### src/rtl/pwm_pair_pkg.sv
package pwm_pair_pkg;

    // Phase of the even output within the current period
    typedef enum logic [1:0] {
        PH_LEAD   = 2'd0,
        PH_ACTIVE = 2'd1,
        PH_TRAIL  = 2'd2
    } phase_e;

    localparam int MODE_W    = 6;
    localparam int MB_ENH    = 0;
    localparam int MB_QUAD   = 1;
    localparam int MB_DCAP   = 2;
    localparam int MB_COMB   = 3;
    localparam int MB_COMP   = 4;
    localparam int MB_CENTER = 5;

    // Swap is only legal in enhanced, combined, complementary, edge-aligned operation
    function automatic logic swap_allowed(input logic [MODE_W-1:0] m);
        return m[MB_ENH] & ~m[MB_QUAD] & ~m[MB_DCAP] &
               m[MB_COMB] & m[MB_COMP] & ~m[MB_CENTER];
    endfunction

endpackage

### src/rtl/pair_counter.sv
module pair_counter #(
    parameter int CNT_W = 8
) (
    input  logic             clk,
    input  logic             rst,
    input  logic [CNT_W-1:0] init_val,
    input  logic [CNT_W-1:0] mod_val,
    input  logic             sync_pulse,
    input  logic             sync_at_mod,
    output logic [CNT_W-1:0] count,
    output logic             at_init,
    output logic             sync_evt
);
    localparam logic [CNT_W-1:0] ONE = CNT_W'(1);

    logic at_mod;

    always_ff @(posedge clk) begin
        if (rst) begin
            count <= '0;
        end else if (at_mod) begin
            count <= init_val;
        end else begin
            count <= count + ONE;
        end
    end

    always_comb begin
        at_mod   = (count == mod_val);
        at_init  = (count == init_val);
        sync_evt = sync_pulse | (sync_at_mod & at_mod);
    end

endmodule

### src/rtl/pair_cmp_regs.sv
module pair_cmp_regs #(
    parameter int CNT_W = 8
) (
    input  logic             clk,
    input  logic             rst,
    input  logic             wr_even,
    input  logic             wr_odd,
    input  logic [CNT_W-1:0] wdata,
    input  logic [CNT_W-1:0] count,
    output logic             hit_even,
    output logic             hit_odd,
    output logic             edges_ok
);
    localparam int NCMP = 2;

    logic [NCMP-1:0]  wr_vec;
    logic [CNT_W-1:0] cmp_q [NCMP];
    logic [NCMP-1:0]  hit_vec;

    assign wr_vec = {wr_odd, wr_even};

    for (genvar g = 0; g < NCMP; g++) begin : g_cmp
        always_ff @(posedge clk) begin
            if (rst) begin
                cmp_q[g] <= '0;
            end else if (wr_vec[g]) begin
                cmp_q[g] <= wdata;
            end
        end
        assign hit_vec[g] = (count == cmp_q[g]);
    end

    always_comb begin
        hit_even = hit_vec[0];
        hit_odd  = hit_vec[1];
        edges_ok = (cmp_q[0] < cmp_q[1]);
    end

endmodule

### src/rtl/pair_phase_fsm.sv
module pair_phase_fsm
    import pwm_pair_pkg::*;
(
    input  logic   clk,
    input  logic   rst,
    input  logic   at_init,
    input  logic   hit_even,
    input  logic   hit_odd,
    input  logic   edges_ok,
    output phase_e state_q,
    output phase_e state_n
);
    logic rise_ev;
    logic fall_ev;

    // State register
    always_ff @(posedge clk) begin
        if (rst) begin
            state_q <= PH_LEAD;
        end else begin
            state_q <= state_n;
        end
    end

    // Next state: FALL beats RISE beats START
    always_comb begin
        rise_ev = edges_ok & hit_even;
        fall_ev = edges_ok & hit_odd;
        state_n = state_q;
        unique case (state_q)
            PH_LEAD: begin
                if (fall_ev)      state_n = PH_TRAIL;
                else if (rise_ev) state_n = PH_ACTIVE;
                else              state_n = PH_LEAD;
            end
            PH_ACTIVE: begin
                if (fall_ev)      state_n = PH_TRAIL;
                else if (rise_ev) state_n = PH_ACTIVE;
                else if (at_init) state_n = PH_LEAD;
            end
            PH_TRAIL: begin
                if (fall_ev)      state_n = PH_TRAIL;
                else if (rise_ev) state_n = PH_ACTIVE;
                else if (at_init) state_n = PH_LEAD;
            end
            default: state_n = PH_LEAD;
        endcase
    end

endmodule

### src/rtl/pair_inv_ctrl.sv
module pair_inv_ctrl (
    input  logic clk,
    input  logic rst,
    input  logic buf_we,
    input  logic buf_d,
    input  logic sync_evt,
    output logic inv_buf_q,
    output logic inv_act_q,
    output logic inv_act_n
);
    // Active bit takes the buffer value held before this edge
    always_comb begin
        inv_act_n = sync_evt ? inv_buf_q : inv_act_q;
    end

    always_ff @(posedge clk) begin
        if (rst) begin
            inv_buf_q <= 1'b0;
            inv_act_q <= 1'b0;
        end else begin
            inv_act_q <= inv_act_n;
            if (buf_we) begin
                inv_buf_q <= buf_d;
            end
        end
    end

endmodule

### src/rtl/pwm_pair_inv.sv
module pwm_pair_inv
    import pwm_pair_pkg::*;
#(
    parameter int CNT_W = 8
) (
    input  logic              clk,
    input  logic              rst,
    input  logic [CNT_W-1:0]  cnt_init_i,
    input  logic [CNT_W-1:0]  cnt_mod_i,
    input  logic              cmp_wr_even_i,
    input  logic              cmp_wr_odd_i,
    input  logic [CNT_W-1:0]  cmp_wdata_i,
    input  logic [MODE_W-1:0] mode_i,
    input  logic [1:0]        pol_i,
    input  logic              inv_buf_we_i,
    input  logic              inv_buf_d_i,
    input  logic              sync_pulse_i,
    input  logic              sync_at_mod_i,
    output logic [CNT_W-1:0]  count_o,
    output logic              ch_even_o,
    output logic              ch_odd_o
);
    logic   at_init;
    logic   sync_evt;
    logic   hit_even;
    logic   hit_odd;
    logic   edges_ok;
    phase_e state_q;
    phase_e state_n;
    logic   inv_buf_q;
    logic   inv_act_q;
    logic   inv_act_n;
    logic   active_lvl;
    logic   base_lvl;
    logic   swap;
    logic   even_n;
    logic   odd_n;

    pair_counter #(.CNT_W(CNT_W)) u_cnt (
        .clk        (clk),
        .rst        (rst),
        .init_val   (cnt_init_i),
        .mod_val    (cnt_mod_i),
        .sync_pulse (sync_pulse_i),
        .sync_at_mod(sync_at_mod_i),
        .count      (count_o),
        .at_init    (at_init),
        .sync_evt   (sync_evt)
    );

    pair_cmp_regs #(.CNT_W(CNT_W)) u_cmp (
        .clk     (clk),
        .rst     (rst),
        .wr_even (cmp_wr_even_i),
        .wr_odd  (cmp_wr_odd_i),
        .wdata   (cmp_wdata_i),
        .count   (count_o),
        .hit_even(hit_even),
        .hit_odd (hit_odd),
        .edges_ok(edges_ok)
    );

    pair_phase_fsm u_fsm (
        .clk     (clk),
        .rst     (rst),
        .at_init (at_init),
        .hit_even(hit_even),
        .hit_odd (hit_odd),
        .edges_ok(edges_ok),
        .state_q (state_q),
        .state_n (state_n)
    );

    pair_inv_ctrl u_inv (
        .clk      (clk),
        .rst      (rst),
        .buf_we   (inv_buf_we_i),
        .buf_d    (inv_buf_d_i),
        .sync_evt (sync_evt),
        .inv_buf_q(inv_buf_q),
        .inv_act_q(inv_act_q),
        .inv_act_n(inv_act_n)
    );

    // Output decode from next phase and next invert state
    always_comb begin
        active_lvl = (state_n == PH_ACTIVE);
        base_lvl   = pol_i[0] ? ~active_lvl : active_lvl;
        swap       = inv_act_n & swap_allowed(mode_i);
        if (pol_i == 2'b00) begin
            even_n = 1'b0;
            odd_n  = 1'b0;
        end else begin
            even_n = swap ? ~base_lvl : base_lvl;
            odd_n  = ~even_n;
        end
    end

    always_ff @(posedge clk) begin
        if (rst) begin
            ch_even_o <= 1'b0;
            ch_odd_o  <= 1'b0;
        end else begin
            ch_even_o <= even_n;
            ch_odd_o  <= odd_n;
        end
    end

endmodule

### config.mk
export PLATFORM = sky130hd
export DESIGN_NAME = pwm_pair_inv
export DESIGN_NICKNAME = d
export VERILOG_FILES = /design/src/rtl/pwm_pair_pkg.sv /design/src/rtl/pair_counter.sv /design/src/rtl/pair_cmp_regs.sv /design/src/rtl/pair_phase_fsm.sv /design/src/rtl/pair_inv_ctrl.sv /design/src/rtl/pwm_pair_inv.sv
export SDC_FILE = /design/constraint.sdc
export NUM_CORES = 1
export LEC_CHECK = 0
export BUFFER_PORTS_ARGS = -buffer_cell sky130_fd_sc_hd__buf_4
export CAP_MARGIN = 20
export CELL_PAD_IN_SITES_DETAIL_PLACEMENT = 0
export CELL_PAD_IN_SITES_GLOBAL_PLACEMENT = 2
export CORE_ASPECT_RATIO = 0.9
export CORE_MARGIN = 2
export CORE_UTILIZATION = 31
export CTS_BUF_LIST = sky130_fd_sc_hd__clkbuf_4 sky130_fd_sc_hd__clkbuf_8
export CTS_CLUSTER_SIZE = 28
export DETAILED_ROUTE_END_ITERATION = 10
export PLACE_DENSITY = 0.85
export SYNTH_ARGS = -nofsm -noshare
export SYNTH_HDL_FRONTEND = slang
export SYNTH_SLANG_ARGS = --single-unit
### constraint.sdc
create_clock -name clk -period 2.4 [get_ports clk]
set_input_delay 0.36 -clock clk [delete_from_list [all_inputs] [get_ports clk]]
set_output_delay 0.36 -clock clk [all_outputs]
set_load 0.02 [all_outputs]
# After elaboration in Yosys (flattened, before gate mapping)

Memories as Yosys holds them, arrays and structs flattened.
Index checks and enable logic that the tools add are counted.

Register bits after elaboration: 14
Bits in writable memories: 16
Input port bits: 40
Output and inout port bits: 10
Logic and storage cells: 58
Memories kept: 1

Memory list:

| name        | words | bits a word | read ports | clocked after memory_dff | write ports | line                | text |
|---|---|---|---|---|---|---|---|
| u_cmp.cmp_q | 2     | 8           | 2          | 0                        | 2           | pair_cmp_regs.sv:17 | `logic [CNT_W-1:0] cmp_q [NCMP];` |

Add/sub/neg operators: 1
Order comparisons: 1
Equal/unequal tests: 7
Mux-type cells: 20
Bitwise operators: 18
Reductions and logical operators: 4

Operators with widths:

| kind                                                                  | count |
|---|---|
| 8-bit equality test                                                   | 4 |
| 8-bit two-way mux                                                     | 3 |
| 1-bit two-way mux                                                     | 12 |
| 1-bit bitwise AND                                                     | 9 |
| 8-bit by 1-bit adder with 8-bit output, second input constant         | 1 |
| 8-bit < comparator                                                    | 1 |
| 2-bit two-way mux                                                     | 4 |
| 1-bit inverter                                                        | 6 |
| 2-bit by 1-bit equality test with 1-bit output, second input constant | 2 |
| 2-bit zero test                                                       | 2 |
| 2-bit one-hot mux with 2 select lines                                 | 1 |
| 2-bit OR reduction                                                    | 2 |
| 1-bit OR                                                              | 3 |
| 2-bit equality test, second input constant                            | 1 |

# Logic depth before layout (Yosys ltp)

An unclocked memory read counts as a cell.

Depth after elaboration: 12
Gate-level depth with buffers: 9

# Modules after synthesis

Synthesis repeated with hierarchy kept, for this count alone.

Cells, all modules: 186
Area total of the unflattened synthesis: 1945.6 µm²

Modules (own cells, without submodules):

| module         | instances | cells each | area an instance (µm²) | sequential area each (µm²) |
|---|---|---|---|---|
| pair_cmp_regs  | 1         | 83         | 954.7                  | 480.5 |
| pair_counter   | 1         | 70         | 649.4                  | 160.2 |
| pair_phase_fsm | 1         | 17         | 146.4                  | 40.0 |
| pwm_pair_inv   | 1         | 10         | 112.6                  | 40.0 |
| pair_inv_ctrl  | 1         | 6          | 82.6                   | 40.0 |

# Worst setup path before layout

Ideal clock, no wire load.

Path kind: reg2reg
From: memory u_cmp.cmp_q[0][2]
To: register ch_odd_o
Data arrival time: 2138 ps
Required time: 2284 ps
Slack: 146 ps
Cell stages (with the launch flop): 9
Path buffers: 0
Clock period less this slack: 2254 ps
Cell sequence: edfxtp_1 > ha_1 > a211oi_2 > o21ai_2 > a2111oi_4 > and4b_4 > or4_4 > o21ai_1 > nand2_1

RTL lines:

| element                | line                | text |
|---|---|---|
| start: declaration     | pair_cmp_regs.sv:17 |  |
| end signal: assignment | pwm_pair_inv.sv:105 | `ch_odd_o <= odd_n;` |
| end: declaration       | pwm_pair_inv.sv:21  | `output logic ch_odd_o` |

==> results.ini <==
[cells_and_area]
drive_gt1_frac=0.363
design_area_sq_um=2720
nets=311
diodes=0
syn_to_final_growth_pct=31.2

[floorplan]
fp.dieH_microns=81.5
start_util=0.318
design.die.area_sq_um=7350
num_rows=28
ios=50
die_width_microns=90.2
core_sq_um=6520

[sta]
fin_crit_sh=0.955
setup_viol_count_final=0
max_freq_mhz=436
fin_skew_ns=0.00633
finalMaxSlewViolations=0
worst_pin_slew_ns=0.497
timing.hold.ws_ns=0.318
hold_viol=0
rsz0062_at_grt=false
slew_headroom=0.668
period_minus_slack_ns=2.29
fin_setup_tns_ns=0

[grt]
grt_max_degree=20
overflow=0
grt_pass1_vias=1495
grt_pass1_wl_mm=7.10
grt_use_total=0.121
antenna_found_initial=0

[power]
power_leakage_nw=1.12
ir_drop_v=0.000229
p_switching_uw=363
powerDensity_nw_per_um2=519
clkPwrFrac=0.359
swShare=0.257
combPwrFrac=0.211
p_int_mw=1.05
p_total_mw=1.41
power.share.sequential=0.430

[clock_network]
cts_root_buffer=clkbuf_8
insertion_delay_ns=0.28
cts_sinks=30
clock_path_buffers=2
hold_buffers=0
h-tree-depth=2
clk_pin_slew_worst_paths_ns=0.07
cts_tree=done
cts_buffers=5

[worst_setup_path]
crit_chain=ha_1, a21oi_1, o21ai_2, a2111oi_4, and4b_4, or4_4, o21ai_1, nand2_1
slowest_delay_ns=0.42
cp_max_fo=3
end_kind=flop
r2r-end=ch_odd_o
cp.required_ns=2.57
crit_type=flop to flop
start_kind=flop
reg2reg_from=u_cmp.cmp_q[0][5]
worst_ep_arrival_time_ns=2.47
rr_worst_depth=8
slowest_stage=or4_4
reg2reg_slack_ns=0.11

[synthesis]
syn-num-nets=252
synthXorXnorAreaFrac=0.192
synth_top_family_by_area=simple AND/OR/NAND/NOR gates
yosys.area_share.simple=0.222
syn_area_sq_um=2070
synthDistinctLibCells=45
synthMuxAreaShare=0.00967
synth_top_cell_area_share=0.232
yosysTopAreaCell=edfxtp_1
avgSynthCellArea_sq_um=10.3
ys_seq_area_frac=0.367
ys_ff_latch=30
synthAdderAreaFrac=0.0604
netlist_instances=202
ys_warn_count=0
netlist_top_cells_area=edfxtp_1 (23%), dfxtp_1 (14%), xor2_1 (8.0%), xnor2_1 (6.3%), ha_1 (6.0%)
synth_compound_area_frac=0.0894

[min_path]
whs_path_depth=3
worstHoldPathType=primary input to flop
min_to=u_inv.inv_buf_q
hp-start=inv_buf_d_i

[route]
dr.first_iter.drc_count=22
drt_pass1_iterations=4
ant_nets=0
drt-total-wl_mm=4.24
vias=1538
drc_errors=0
via_per_inst=4.37
wire_per_inst_microns=12.0

[outcome]
status=completed

[run]
maxCapViolations=0

[placed_design]
placed_area_sq_um=2550
gp_congestion=0.721
hpwl_mm=3.49
portBuffers=49

## flip-flops by register name, indices dropped and copies added (netlist names)
signal           cells
u_inv.inv_buf_q      1
u_inv.inv_act_q      1
ch_even_o            1
u_cmp.cmp_q         16
u_cnt.count          8
u_fsm.state_q        2
ch_odd_o             1
## Yosys cell counts
master	count
a2111oi_1	1
a2111oi_4	1
a211oi_1	8
a211oi_2	1
a21boi_1	1
a21oi_1	5
a32oi_1	1
and2_1	16
and2b_2	2
and3_1	1
and3b_1	1
and4b_4	1
buf_2	4
buf_4	1
buf_6	3
clkbuf_1	2
clkbuf_8	1
dfxtp_1	14
edfxtp_1	16
ha_1	10
inv_1	11
mux2i_1	2
nand2_1	13
nand2b_1	1
nand3_1	4
nand4_1	3
nand4_2	1
nand4bb_1	1
nor2_1	13
nor2b_1	2
nor3_1	3
nor3b_1	1
nor3b_2	1
nor4_1	4
nor4_2	3
o21ai_0	2
o21ai_1	3
o21ai_2	1
or2_2	3
or3_1	1
or4_4	1
xnor2_1	15
xnor2_2	1
xnor2_4	3
xor2_1	19
## layout make-up
class                           count  area [sq um]
Fill cell                         680          3800
Multi-Input combinational cell    150          1220
Sequential cell                    30           761
Timing Repair Buffer               63           473
Tap cell                           90           113
Clock buffer                        5          68.8
Clock inverter                      3          45.0
Inverter                           11          41.3
## how the worst max path moves through the flow
stage                 startpoint         to  cells after the start
6_report       u_cmp.cmp_q[0][5]   ch_odd_o                      8
5_1_grt        u_cmp.cmp_q[1][7]  ch_even_o                      9
4_1_cts        u_cmp.cmp_q[0][2]   ch_odd_o                      8
3_5_place_dp   u_cmp.cmp_q[1][2]   ch_odd_o                      9
3_3_place_gp   u_cmp.cmp_q[0][2]  ch_even_o                      8
2_1_floorplan  u_cmp.cmp_q[0][2]   ch_odd_o                      8
## cell families (layout without fill, tap and decap cells)
| kind of cell | Yosys count | after routing |
|---|---|---|
| AO/OA/AOI/OAI | 24 | 24 |
| adder cells (fa/ha/maj) | 10 | 10 |
| buffers and inverters | 22 | 82 |
| AND/OR/NAND/NOR | 76 | 76 |
| flip-flops | 30 | 30 |
| XOR/XNOR | 38 | 38 |
| multiplexers | 2 | 2 |
## worst max-delay path: cells and delay by family, from the launching register on
| kind | cells | cell delay [ns] |
|---|---|---|
| fa+ha+maj | 1 | 0.32 |
| compound gates | 4 | 0.73 |
| simple gates | 3 | 0.74 |
| flops | 1 | 0.40 |
## power by group through the flow
stage	sequential (mW)	clock [mW]	combinational (mW)
after detailed placement	0.619	0	0.277
after global routing	0.612	0.532	0.329
final	0.607	0.506	0.298
after global placement	0.618	0	0.276
after CTS	0.607	0.519	0.282
after floorplan	0.617	0	0.174
## metrics by stage
step,setup WS (ns),util,instances
2_1_floorplan,0.146,-,202
3_3_place_gp,0.0692,0.392,341
3_5_place_dp,0.0258,0.392,341
4_1_cts,0.00824,0.410,350
5_1_grt,0.000333,0.417,352
6_report,0.107,0.417,352
## metal layers
layer	part of all wire	wire, microns	track usage	vias to the layer above
li1	-	-	-	812
met1	0.48	2030	0.157	676
met2	0.44	1870	0.189	46
met3	0.071	299	0.0495	4
met4	0.0097	41	0.0323	0
met5	0	0	0	-
## timing repair
action / 4_1_cts / 5_1_grt
setup buffers: 1 / 2
setup endpoints to repair: 1 / 3
pin swaps: 0 / 2
resized for setup: 0 / 5
## cell usage in the layout (no fill, tap or decap), types with 5 or more instances in the layout
cell type,netlist,routed
a211oi_1,8,8
and2_1,16,16
buf_4,1,63
clkbuf_8,1,5
dfxtp_1,14,14
edfxtp_1,16,16
ha_1,10,9
inv_1,11,11
nand2_1,13,13
nor2_1,13,13
xnor2_1,15,15
xor2_1,19,19
(Power assumes the default switching activity.)
